## src/rtl/dpot_i2c_pkg.sv

```systemverilog
package dpot_i2c_pkg;
  typedef enum logic [2:0] {
    OP_WIPER_WR = 3'b000,
    OP_EEP_WR   = 3'b001,
    OP_WPROT    = 3'b010,
    OP_MEM_RD   = 3'b011,
    OP_WIPER_RD = 3'b100,
    OP_STORE    = 3'b101,
    OP_RESTORE  = 3'b110,
    OP_NONE     = 3'b111
  } op_e;

  typedef enum logic [2:0] {
    PH_IDLE, PH_ADDR, PH_INSTR, PH_WDATA, PH_RDATA, PH_SKIP
  } phase_e;

  localparam int unsigned BYTE_W = 8;
  localparam int unsigned LOC_W  = 5;
  localparam logic [LOC_W-1:0] LOC_TOL_HI = 5'b11110;
  localparam logic [LOC_W-1:0] LOC_TOL_LO = 5'b11111;
endpackage

```

## src/rtl/dpot_i2c_sync.sv

```systemverilog
module dpot_i2c_sync #(
  parameter int unsigned SYNC_STAGES = 2
) (
  input  logic clk_i,
  input  logic rst_ni,
  input  logic scl_i,
  input  logic sda_i,
  output logic sda_o,
  output logic scl_rise_o,
  output logic scl_fall_o,
  output logic start_o,
  output logic stop_o
);
  logic [SYNC_STAGES-1:0] scl_pipe, sda_pipe;
  logic scl_q, sda_q, scl_s, sda_s;

  always_ff @(posedge clk_i or negedge rst_ni) begin
    if (!rst_ni) begin
      scl_pipe <= '1;
      sda_pipe <= '1;
      scl_q    <= 1'b1;
      sda_q    <= 1'b1;
    end else begin
      scl_pipe <= {scl_pipe[SYNC_STAGES-2:0], scl_i};
      sda_pipe <= {sda_pipe[SYNC_STAGES-2:0], sda_i};
      scl_q    <= scl_s;
      sda_q    <= sda_s;
    end
  end

  assign scl_s      = scl_pipe[SYNC_STAGES-1];
  assign sda_s      = sda_pipe[SYNC_STAGES-1];
  assign sda_o      = sda_s;
  assign scl_rise_o = scl_s & ~scl_q;
  assign scl_fall_o = ~scl_s & scl_q;
  assign start_o    = scl_s & scl_q & sda_q & ~sda_s;
  assign stop_o     = scl_s & scl_q & ~sda_q & sda_s;
endmodule

```

## src/rtl/dpot_i2c_link.sv

```systemverilog
module dpot_i2c_link
  import dpot_i2c_pkg::*;
#(
  parameter logic [4:0] DEV_ID = 5'b00110
) (
  input  logic              clk_i,
  input  logic              rst_ni,
  input  logic              sda_s_i,
  input  logic              scl_rise_i,
  input  logic              scl_fall_i,
  input  logic              start_i,
  input  logic              stop_i,
  input  logic [1:0]        strap_i,
  input  logic              data_ack_i,
  input  logic [BYTE_W-1:0] tx_byte_i,
  output logic              sda_oe_o,
  output logic              instr_stb_o,
  output logic              wdata_stb_o,
  output logic              rd_adv_stb_o,
  output logic [BYTE_W-1:0] rx_byte_o
);
  localparam int unsigned CNT_W = $clog2(BYTE_W + 1);
  localparam logic [CNT_W-1:0] CNT_FULL = CNT_W'(BYTE_W);

  phase_e            phase_q;
  logic [CNT_W-1:0]  cnt_q;
  logic              in_ack_q, oe_q, mack_q, strap_vld_q;
  logic [1:0]        strap_q;
  logic [BYTE_W-1:0] shreg_q, tx_q;
  logic              byte_done, addr_hit;

  assign addr_hit  = (shreg_q[7:1] == {DEV_ID, strap_q});
  assign byte_done = scl_fall_i & ~in_ack_q & (cnt_q == CNT_FULL);

  assign instr_stb_o  = byte_done & (phase_q == PH_INSTR);
  assign wdata_stb_o  = byte_done & (phase_q == PH_WDATA);
  assign rd_adv_stb_o = scl_rise_i & in_ack_q & (phase_q == PH_RDATA) & ~sda_s_i;
  assign rx_byte_o    = shreg_q;
  assign sda_oe_o     = oe_q;

  always_ff @(posedge clk_i or negedge rst_ni) begin
    if (!rst_ni) begin
      phase_q     <= PH_IDLE;
      cnt_q       <= '0;
      in_ack_q    <= 1'b0;
      oe_q        <= 1'b0;
      mack_q      <= 1'b0;
      shreg_q     <= '0;
      tx_q        <= '0;
      strap_q     <= '0;
      strap_vld_q <= 1'b0;
    end else begin
      if (!strap_vld_q) begin
        strap_q     <= strap_i;
        strap_vld_q <= 1'b1;
      end
      if (start_i) begin
        phase_q  <= PH_ADDR;
        cnt_q    <= '0;
        in_ack_q <= 1'b0;
        oe_q     <= 1'b0;
      end else if (stop_i) begin
        phase_q  <= PH_IDLE;
        cnt_q    <= '0;
        in_ack_q <= 1'b0;
        oe_q     <= 1'b0;
      end else begin
        case (phase_q)
          PH_ADDR, PH_INSTR, PH_WDATA: begin
            if (scl_rise_i && !in_ack_q && cnt_q != CNT_FULL) begin
              shreg_q <= {shreg_q[BYTE_W-2:0], sda_s_i};
              cnt_q   <= cnt_q + 1'b1;
            end else if (byte_done) begin
              in_ack_q <= 1'b1;
              case (phase_q)
                PH_ADDR:  if (addr_hit) oe_q <= 1'b1; else phase_q <= PH_SKIP;
                PH_INSTR: oe_q <= 1'b1;
                default:  if (data_ack_i) oe_q <= 1'b1; else phase_q <= PH_SKIP;
              endcase
            end else if (scl_fall_i && in_ack_q) begin
              in_ack_q <= 1'b0;
              cnt_q    <= '0;
              oe_q     <= 1'b0;
              if (phase_q == PH_ADDR) begin
                if (shreg_q[0]) begin
                  phase_q <= PH_RDATA;
                  tx_q    <= tx_byte_i;
                  oe_q    <= ~tx_byte_i[BYTE_W-1];
                end else begin
                  phase_q <= PH_INSTR;
                end
              end else if (phase_q == PH_INSTR) begin
                phase_q <= PH_WDATA;
              end
            end
          end
          PH_RDATA: begin
            if (scl_rise_i && !in_ack_q) begin
              cnt_q <= cnt_q + 1'b1;
            end else if (scl_fall_i && !in_ack_q) begin
              if (cnt_q == CNT_FULL) begin
                oe_q     <= 1'b0;
                in_ack_q <= 1'b1;
              end else begin
                tx_q <= {tx_q[BYTE_W-2:0], 1'b0};
                oe_q <= ~tx_q[BYTE_W-2];
              end
            end else if (scl_rise_i && in_ack_q) begin
              mack_q <= ~sda_s_i;
            end else if (scl_fall_i && in_ack_q) begin
              in_ack_q <= 1'b0;
              cnt_q    <= '0;
              if (mack_q) begin
                tx_q <= tx_byte_i;
                oe_q <= ~tx_byte_i[BYTE_W-1];
              end else begin
                phase_q <= PH_SKIP;
                oe_q    <= 1'b0;
              end
            end
          end
          default: ;
        endcase
      end
    end
  end
endmodule

```

## src/rtl/dpot_i2c_regs.sv

```systemverilog
module dpot_i2c_regs
  import dpot_i2c_pkg::*;
#(
  parameter logic [BYTE_W-1:0] WIPER_RST = 8'h80,
  parameter logic [BYTE_W-1:0] TOL_HI    = 8'h13,
  parameter logic [BYTE_W-1:0] TOL_LO    = 8'h4D
) (
  input  logic              clk_i,
  input  logic              rst_ni,
  input  logic              instr_stb_i,
  input  logic              wdata_stb_i,
  input  logic              rd_adv_stb_i,
  input  logic [BYTE_W-1:0] rx_byte_i,
  input  logic [BYTE_W-1:0] eep_rdata_i,
  output logic              data_ack_o,
  output logic [BYTE_W-1:0] tx_byte_o,
  output logic [BYTE_W-1:0] wiper_o,
  output logic              eep_wr_o,
  output logic [BYTE_W-1:0] eep_wdata_o,
  output logic              cmd_stb_o,
  output logic [2:0]        cmd_code_o
);
  op_e               ptr_op_q, in_op;
  logic [LOC_W-1:0]  ptr_loc_q;
  logic              wp_q;
  logic [BYTE_W-1:0] wiper_q, eep_wdata_q, mem_byte;
  logic              eep_wr_q, cmd_stb_q;
  logic [2:0]        cmd_code_q;

  assign in_op = op_e'(rx_byte_i[BYTE_W-1:BYTE_W-3]);

  assign data_ack_o = (ptr_op_q == OP_WIPER_WR) || (ptr_op_q == OP_EEP_WR) ||
                      (ptr_op_q == OP_WPROT);

  always_comb begin
    mem_byte = eep_rdata_i;
    if (ptr_op_q == OP_MEM_RD && ptr_loc_q == LOC_TOL_HI) mem_byte = TOL_HI;
    if (ptr_op_q == OP_MEM_RD && ptr_loc_q == LOC_TOL_LO) mem_byte = TOL_LO;
    case (ptr_op_q)
      OP_MEM_RD, OP_EEP_WR, OP_STORE, OP_RESTORE: tx_byte_o = mem_byte;
      default:                                    tx_byte_o = wiper_q;
    endcase
  end

  always_ff @(posedge clk_i or negedge rst_ni) begin
    if (!rst_ni) begin
      ptr_op_q    <= OP_WIPER_RD;
      ptr_loc_q   <= '0;
      wp_q        <= 1'b0;
      wiper_q     <= WIPER_RST;
      eep_wr_q    <= 1'b0;
      eep_wdata_q <= '0;
      cmd_stb_q   <= 1'b0;
      cmd_code_q  <= '0;
    end else begin
      eep_wr_q  <= 1'b0;
      cmd_stb_q <= 1'b0;
      if (instr_stb_i) begin
        ptr_op_q  <= in_op;
        ptr_loc_q <= rx_byte_i[LOC_W-1:0];
        if (in_op == OP_STORE && !wp_q) begin
          cmd_stb_q  <= 1'b1;
          cmd_code_q <= OP_STORE;
        end
        if (in_op == OP_RESTORE) begin
          cmd_stb_q  <= 1'b1;
          cmd_code_q <= OP_RESTORE;
          wiper_q    <= eep_rdata_i;
        end
      end
      if (wdata_stb_i) begin
        case (ptr_op_q)
          OP_WIPER_WR: if (!wp_q) wiper_q <= rx_byte_i;
          OP_EEP_WR: if (!wp_q) begin
            eep_wr_q    <= 1'b1;
            eep_wdata_q <= rx_byte_i;
          end
          OP_WPROT: wp_q <= rx_byte_i[0];
          default: ;
        endcase
      end
      // tolerance burst: step integer byte -> fraction byte
      if (rd_adv_stb_i && ptr_op_q == OP_MEM_RD && ptr_loc_q == LOC_TOL_HI)
        ptr_loc_q <= LOC_TOL_LO;
    end
  end

  assign wiper_o     = wiper_q;
  assign eep_wr_o    = eep_wr_q;
  assign eep_wdata_o = eep_wdata_q;
  assign cmd_stb_o   = cmd_stb_q;
  assign cmd_code_o  = cmd_code_q;
endmodule

```

## src/rtl/dpot_i2c_slave.sv

```systemverilog
module dpot_i2c_slave
  import dpot_i2c_pkg::*;
#(
  parameter int unsigned       SYNC_STAGES = 2,
  parameter logic [4:0]        DEV_ID      = 5'b00110,
  parameter logic [BYTE_W-1:0] WIPER_RST   = 8'h80,
  parameter logic [BYTE_W-1:0] TOL_HI      = 8'h13,
  parameter logic [BYTE_W-1:0] TOL_LO      = 8'h4D
) (
  input  logic        clk_i,
  input  logic        rst_ni,
  input  logic        scl_i,
  input  logic        sda_i,
  input  logic [1:0]  strap_i,
  input  logic [7:0]  eep_rdata_i,
  output logic        sda_oe_o,
  output logic [7:0]  wiper_o,
  output logic        eep_wr_o,
  output logic [7:0]  eep_wdata_o,
  output logic        cmd_stb_o,
  output logic [2:0]  cmd_code_o
);
  logic sda_s, scl_rise, scl_fall, start, stop;
  logic instr_stb, wdata_stb, rd_adv_stb, data_ack;
  logic [BYTE_W-1:0] rx_byte, tx_byte;

  dpot_i2c_sync #(.SYNC_STAGES(SYNC_STAGES)) u_sync (
    .clk_i, .rst_ni, .scl_i, .sda_i,
    .sda_o(sda_s), .scl_rise_o(scl_rise), .scl_fall_o(scl_fall),
    .start_o(start), .stop_o(stop)
  );

  dpot_i2c_link #(.DEV_ID(DEV_ID)) u_link (
    .clk_i, .rst_ni, .sda_s_i(sda_s), .scl_rise_i(scl_rise), .scl_fall_i(scl_fall),
    .start_i(start), .stop_i(stop), .strap_i, .data_ack_i(data_ack),
    .tx_byte_i(tx_byte), .sda_oe_o, .instr_stb_o(instr_stb),
    .wdata_stb_o(wdata_stb), .rd_adv_stb_o(rd_adv_stb), .rx_byte_o(rx_byte)
  );

  dpot_i2c_regs #(.WIPER_RST(WIPER_RST), .TOL_HI(TOL_HI), .TOL_LO(TOL_LO)) u_regs (
    .clk_i, .rst_ni, .instr_stb_i(instr_stb), .wdata_stb_i(wdata_stb),
    .rd_adv_stb_i(rd_adv_stb), .rx_byte_i(rx_byte), .eep_rdata_i,
    .data_ack_o(data_ack), .tx_byte_o(tx_byte), .wiper_o, .eep_wr_o,
    .eep_wdata_o, .cmd_stb_o, .cmd_code_o
  );
endmodule

```

## config.mk

```make
export PLATFORM = sky130hd
export DESIGN_NAME = dpot_i2c_slave
export DESIGN_NICKNAME = d
export VERILOG_FILES = /design/src/rtl/dpot_i2c_pkg.sv /design/src/rtl/dpot_i2c_sync.sv /design/src/rtl/dpot_i2c_link.sv /design/src/rtl/dpot_i2c_regs.sv /design/src/rtl/dpot_i2c_slave.sv
export SDC_FILE = /design/constraint.sdc
export NUM_CORES = 1
export LEC_CHECK = 0
export ABC_AREA = 0
export BUFFER_PORTS_ARGS = -buffer_cell sky130_fd_sc_hd__buf_4
export CORE_MARGIN = 8
export CORE_UTILIZATION = 58
export DETAILED_ROUTE_END_ITERATION = 8
export HOLD_SLACK_MARGIN = 0.1
export PLACE_DENSITY = 0.78
export SYNTH_ARGS = -nofsm -noshare
export SYNTH_HDL_FRONTEND = slang
export SYNTH_SLANG_ARGS = --single-unit
```

## constraint.sdc

```tcl
create_clock -name clk_i -period 2.91 [get_ports clk_i]
set_input_delay 0.1455 -clock clk_i [delete_from_list [all_inputs] [get_ports clk_i]]
set_output_delay 0.1455 -clock clk_i [all_outputs]
set_load 0.01 [all_outputs]
```

# Yosys cells after proc, flatten, opt, wreduce, memory -nomap -nowiden
# Cells that the tools add are included.
totals:
  reg_bits: 64
  latch_bits: 0
  ramBits: 0
  rom_bits: 0
  output_inout_bits: 22
  n_memories: 0
classes:
  addsub: 1
  multipliers: 0
  div: 0
  n_lt_le_gt_ge: 0
  eq_ne: 45
  shifts: 0
  muxes: 83
  bitwise: 26
  n_reduce_logical: 31
op_table:
  columns: ["cell", "n"]
  rows:
  - ["$mux W7", 11]
  - ["$mux W8", 8]
  - ["$mux W3", 17]
  - ["$mux W4", 8]
  - ["$mux W1", 30]
  - ["$ne A5 B5 Y1 const B", 6]
  - ["$ne A4 B4 Y1 const B", 7]
  - ["$ne A6 B6 Y1 const B", 3]
  - ["$eq A3 B3 Y1 const B", 5]
  - ["$and A1 B1 Y1", 14]
  - ["$pmux W7 S2", 1]
  - ["$reduce_and A13 Y1", 1]
  - ["$eq A3 B2 Y1 const B", 4]
  - ["$not A1 Y1", 12]
  - ["$pmux W3 S2", 2]
  - ["$reduce_and A12 Y1", 1]
  - ["$eq A5 B5 Y1 const B", 2]
  - ["$logic_and A1 B1 Y1", 10]
  - ["$mux W5", 2]
  - ["$ne A3 B3 Y1 const B", 3]
  - ["$pmux W4 S2", 1]
  - ["$reduce_and A4 Y1", 2]
  - ["$reduce_and A8 Y1", 1]
  - ["$eq A7 B5 Y1", 1]
  - ["22 further kinds", 34]

# Longest topological paths before layout
logic_depth:
  depth_word: 14
  ltp_mapped: 9

# Cells and area by module
# Synthesis repeated with hierarchy kept, for this count alone.
unflattened:
  cells_unflattened: 287
  area_unflattened_um2: 3385.7
modules_own_cells:
  columns: ["module", "n_inst", "cells_per_inst", "area_each_um2", "seq_area_each_um2"]
  rows:
  - ["dpot_i2c_link", 1, 159, 1681.6, 700.7]
  - ["dpot_i2c_regs", 1, 118, 1514.0, 753.2]
  - ["dpot_i2c_sync", 1, 10, 190.2, 157.7]

# Worst setup path before layout
# Ideal clock, no wire load.
synth_path:
  path_type: "register to register"
  start: "register u_sync.scl_q"
  end: "register u_regs.eep_wdata_q[0] (netlist: u_regs.eep_wdata_o[0])"
  setup_time_ns: 0.125
  arrival_time_ns: 1.960
  t_required_ns: 2.785
  setup_slack_ns: 0.826
  path_stages_with_launch: 6
  path_buffers: 0
  synth_period_minus_slack_ns: 2.084
  path_cell_list: "dfstp_2 > or3b_4 > nor2_4 > nand3_4 > nor3_4 > mux2_2"
synth_via:
  elab_chain_cells: 5
synth_rtl:
  columns: ["element", "line", "rtl"]
  rows:
  - ["start: declaration", "dpot_i2c_sync.sv:15", "logic scl_q, sda_q, scl_s, sda_s;"]
  - ["start signal: assignment", "dpot_i2c_sync.sv:26", "scl_q <= scl_s;"]
  - ["$and A1 B1 Y1", "dpot_i2c_sync.sv:35", "assign scl_fall_o = ~scl_s & scl_q;"]
  - ["$and A1 B1 Y1 (2 in series)", "dpot_i2c_link.sv:33", "assign byte_done = scl_fall_i & ~in_ack_q & (cnt_q == CNT_FULL);"]
  - ["$and A1 B1 Y1", "dpot_i2c_link.sv:36", "assign wdata_stb_o = byte_done & (phase_q == PH_WDATA);"]
  - ["$reduce_and A3 Y1 (no line)", null, null]
  - ["end signal: assignment", "dpot_i2c_regs.sv:76", "eep_wdata_q <= rx_byte_i;"]
  - ["end: declaration", "dpot_i2c_regs.sv:26", "logic [BYTE_W-1:0] wiper_q, eep_wdata_q, mem_byte;"]
# Every way passes these cells.
# A chain may end at the register's enable or synchronous reset.

# Final worst setup path
layout_path:
  start: "register u_sync.scl_q"
  end: "register u_regs.wiper_q[7] (netlist: u_regs.wiper_o[7])"
layout_via:
  elab_chain_cells: 8
layout_rtl:
  columns: ["element", "line", "rtl"]
  rows:
  - ["$and A1 B1 Y1 *", "dpot_i2c_sync.sv:35", null]
  - ["$and A1 B1 Y1 * (2 in series)", "dpot_i2c_link.sv:33", null]
  - ["$and A1 B1 Y1", "dpot_i2c_link.sv:35", "assign instr_stb_o = byte_done & (phase_q == PH_INSTR);"]
  - ["$mux W8", "dpot_i2c_regs.sv:58", "if (instr_stb_i) begin"]
  - ["$mux W8", "dpot_i2c_regs.sv:73", "OP_WIPER_WR: if (!wp_q) wiper_q <= rx_byte_i;"]
  - ["$mux W8", "dpot_i2c_regs.sv:72", "case (ptr_op_q)"]
  - ["$mux W8 *", "dpot_i2c_regs.sv:71", "if (wdata_stb_i) begin"]
  - ["end signal: assignment", "dpot_i2c_regs.sv:68", "wiper_q <= eep_rdata_i;"]
  - ["end signal: assignment", "dpot_i2c_regs.sv:73", null]
  - ["end: declaration", "dpot_i2c_regs.sv:26", null]
# Mark *: on every way between the ends. The rest lies on a longest branch, timed or not.

==> results.yml <==
finish:
  fill_cells: 408
  nets: 369
  syn2layout_area_growth_pct: 19.4
  layout-drive-gt1-share: 0.302
  antenna_cells: 0
clocking:
  htree_num_levels: 3
  clkSinkCount: 64
  clock_path_buffers: 2
  cts_tree: "built"
  post-cts-setup-buffers: 0
  cts.clk_slew.worst_paths_ns: 0.08
  cts_buffers: 9
  clk_latency_ns: 0.35
  root_buffer: "clkbuf_8"
grt:
  grt_pass1_vias: 2557
  grt_max_degree: 65
  track_usage: 0.185
  grt_pass1_wl_mm: 12.4
  overflow: 0
  antenna_found_initial: 0
logic_synthesis:
  synth_cell_types: 60
  async_flop_share: 1.00
  synth-seq-area-share: 0.495
  synth.top_cell.area_share: 0.430
  synth_edf_count: 0
  ys_warn_count: 0
  synth_nets: 322
  synth-simple-area-share: 0.189
  synth_top_area_cell: "dfrtp_1"
  synth.area.top_cells: "dfrtp_1, mux2_2, dfstp_2"
  synth_top_family_by_area: "simple AND/OR/NAND/NOR gates"
  synthMuxAreaShare: 0.135
  synth_compound_area_frac: 0.132
  avgSynthCellArea_sq_um: 10.6
  syn_area_sq_um: 3260
  synth_seq_cells: 64
  synthXorXnorAreaFrac: 0.0108
  synth_fa_ha_area_frac: 0.00768
  synth-main-ff-cell: "dfrtp_1"
  syn_inst: 306
route:
  ant_nets: 0
  wl_per_cell_um: 17.0
  drtPass1Iterations: 4
  avgViaCountPerCell: 5.79
  drc_errors: 0
  vias: 2490
  first_iter_violations: 148
  wl_mm: 7.32
sta:
  finalHoldViolations: 0
  worst_pin_slew_ns: 0.795
  rsz0062_at_grt: "no"
  finalSetupViolCount: 0
  clock_skew_ns: 0.00870
  fin_crit_sh: 0.816
  layout_min_cycle_time_ns: 2.37
  drv_slew: 0
  fmax_mhz: 421
  fin_tns_setup_ns: 0
  fin_ws_ns: 0.537
  slew_headroom: 0.470
floorplanning:
  design.portCount: 36
  start_util: 0.595
  core_sq_um: 5470
  die_h_um: 90.9
  core.rowCount: 27
  die_area_sq_um: 8270
  die_x_um: 90.9
power:
  ir_drop_uv: 383
  p_leak_nw: 1.68
  powerDensity_nw_per_um2: 595
setup_path:
  start_kind: "flip-flop"
  crit_required_ns: 3.19
  arrival_ns: 2.65
  critPathMaxFanout: 16
  critPathCaptureType: "flip-flop"
  crit_type: "flip-flop to flip-flop"
outcome:
  status: "finished, final reports clean"
placed_design:
  routabilityCongestion: 0.877
  io_buffers: 35
  post-place-ws_ns: 0.558
  dp.final_hpwl_mm: 5.01
worst_hold_path:
  hold_class: "primary input to flip-flop"
job:
  drv_cap: 0
[cells by family after synthesis]
| group | Yosys count |
|---|---|
| AO/OA/AOI/OAI | 70 |
| XOR/XNOR | 4 |
| adder cells (fa/ha/maj) | 2 |
| buffers and inverters | 20 |
| flip-flops | 64 |
| multiplexers | 40 |
| other | 1 |
| AND/OR/NAND/NOR | 105 |
[where the power goes]
part | switching (mW) | internal [mW] | leakage (nW)
Clock | 0.370 | 0.508 | 0.109
Sequential | 0.158 | 0.969 | 0.775
Combinational | 0.151 | 0.156 | 0.797
Total | 0.679 | 1.63 | 1.68
[critical path: stages, from the launching register on]
cell and delay, ns:
dfstp_2 0.59, or3b_4 0.45, nor2_4 0.19, nand3_4 0.14
nor4b_4 0.64, nor2b_1 0.10, o22a_1 0.20
[cell usage after synthesis, types with 2 or more instances]
| master | count |
|---|---|
| a21oi_1 | 16 |
| a221oi_1 | 5 |
| a22oi_1 | 2 |
| a32oi_1 | 3 |
| and2_1 | 3 |
| buf_2 | 8 |
| dfrtp_1 | 56 |
| dfstp_2 | 8 |
| ha_1 | 2 |
| inv_1 | 8 |
| mux2_2 | 30 |
| mux2i_1 | 9 |
| nand2_1 | 33 |
| nand2b_1 | 3 |
| nand3_1 | 4 |
| nand3b_1 | 2 |
| nand4_1 | 2 |
| nor2_1 | 21 |
| nor2b_1 | 7 |
| nor3_1 | 6 |
| nor3b_1 | 3 |
| nor4_1 | 3 |
| o211ai_1 | 2 |
| o21ai_0 | 30 |
| o31a_1 | 2 |
| or3_1 | 2 |
| xnor2_1 | 3 |
[worst paths after layout]
path / cells after the start / from / slack, ns / end
worst max-delay path: 6 / u_sync.scl_q / 0.54 / u_regs.wiper_o[7]
worst min-delay path: 3 / eep_rdata_i[4] / 0.11 / u_regs.wiper_o[4]
worst max register to register: 6 / u_sync.scl_q / 0.54 / u_regs.wiper_o[7]
worst min register to register: 0 / u_sync.scl_pipe[0] / 0.35 / u_sync.scl_pipe[1]
max in group asynchronous: 2 / rst_ni / 1.96 / u_link.cnt_q[2]
min in group asynchronous: 2 / rst_ni / 0.43 / u_link.tx_q[0]
[layer usage]
metal  share of wire  track usage
met4           0.020       0.0982
met3           0.041       0.0354
met5               0            0
met1            0.44        0.228
met2            0.50        0.300
[area by class of cell]
| type | count | area, sq um | area share |
|---|---|---|---|
| tap | 72 | 90.1 | 0.0232 |
| clock inverter | 6 | 92.6 | 0.0238 |
| inverter | 8 | 30.0 | 0.00772 |
| multi-input combinational | 222 | 1550 | 0.398 |
| sequential | 64 | 1610 | 0.415 |
| clock buffer | 10 | 138 | 0.0354 |
| timing repair buffer | 48 | 378 | 0.0972 |
[registers in the layout (all words and copies together), names as in the netlist, 4 cells and up]
register / cells
u_link.cnt_q: 4
u_link.rx_byte_o: 8
u_link.tx_q: 7
u_regs.eep_wdata_o: 8
u_regs.ptr_loc_q: 5
u_regs.wiper_o: 8
[placed cells by master, fill, tap and decap left out, types with 4 or more instances in the layout]
cell           Yosys  final
a221oi_1           5      5
nor2b_1            7      7
clkbuf_8           0     10
buf_4              1     41
a21oi_1           16     16
nor3_1             6      6
mux2i_1            9      9
mux2_2            30     30
dlygate4sd3_1      0      7
inv_1              8      8
dfstp_2            8      8
nand2_1           33     33
nand3_1            4      4
nor2_1            21     21
dfrtp_1           56     56
o21ai_0           30     30
[what timing repair did]
action / CTS / global route
endpoints found under the hold margin: 62 / 0
gates resized for setup: 0 / 0
hold buffers: 7 / 0
[per-stage QoR]
| step | util | hold WS [ns] | cell area, sq um | total power [mW] | cells |
|---|---|---|---|---|---|
| floorplan | - | -0.150 | 3260 | 1.32 | 306 |
| global route | 0.710 | 0.126 | 3890 | 2.41 | 430 |
| CTS | 0.710 | 0.103 | 3890 | 2.32 | 430 |
| finish | 0.710 | 0.114 | 3890 | 2.31 | 430 |
| detailed placement | 0.655 | 0.255 | 3590 | 1.44 | 407 |
| global placement | 0.655 | 0.255 | 3590 | 1.42 | 407 |
(Power assumes the default switching activity.)
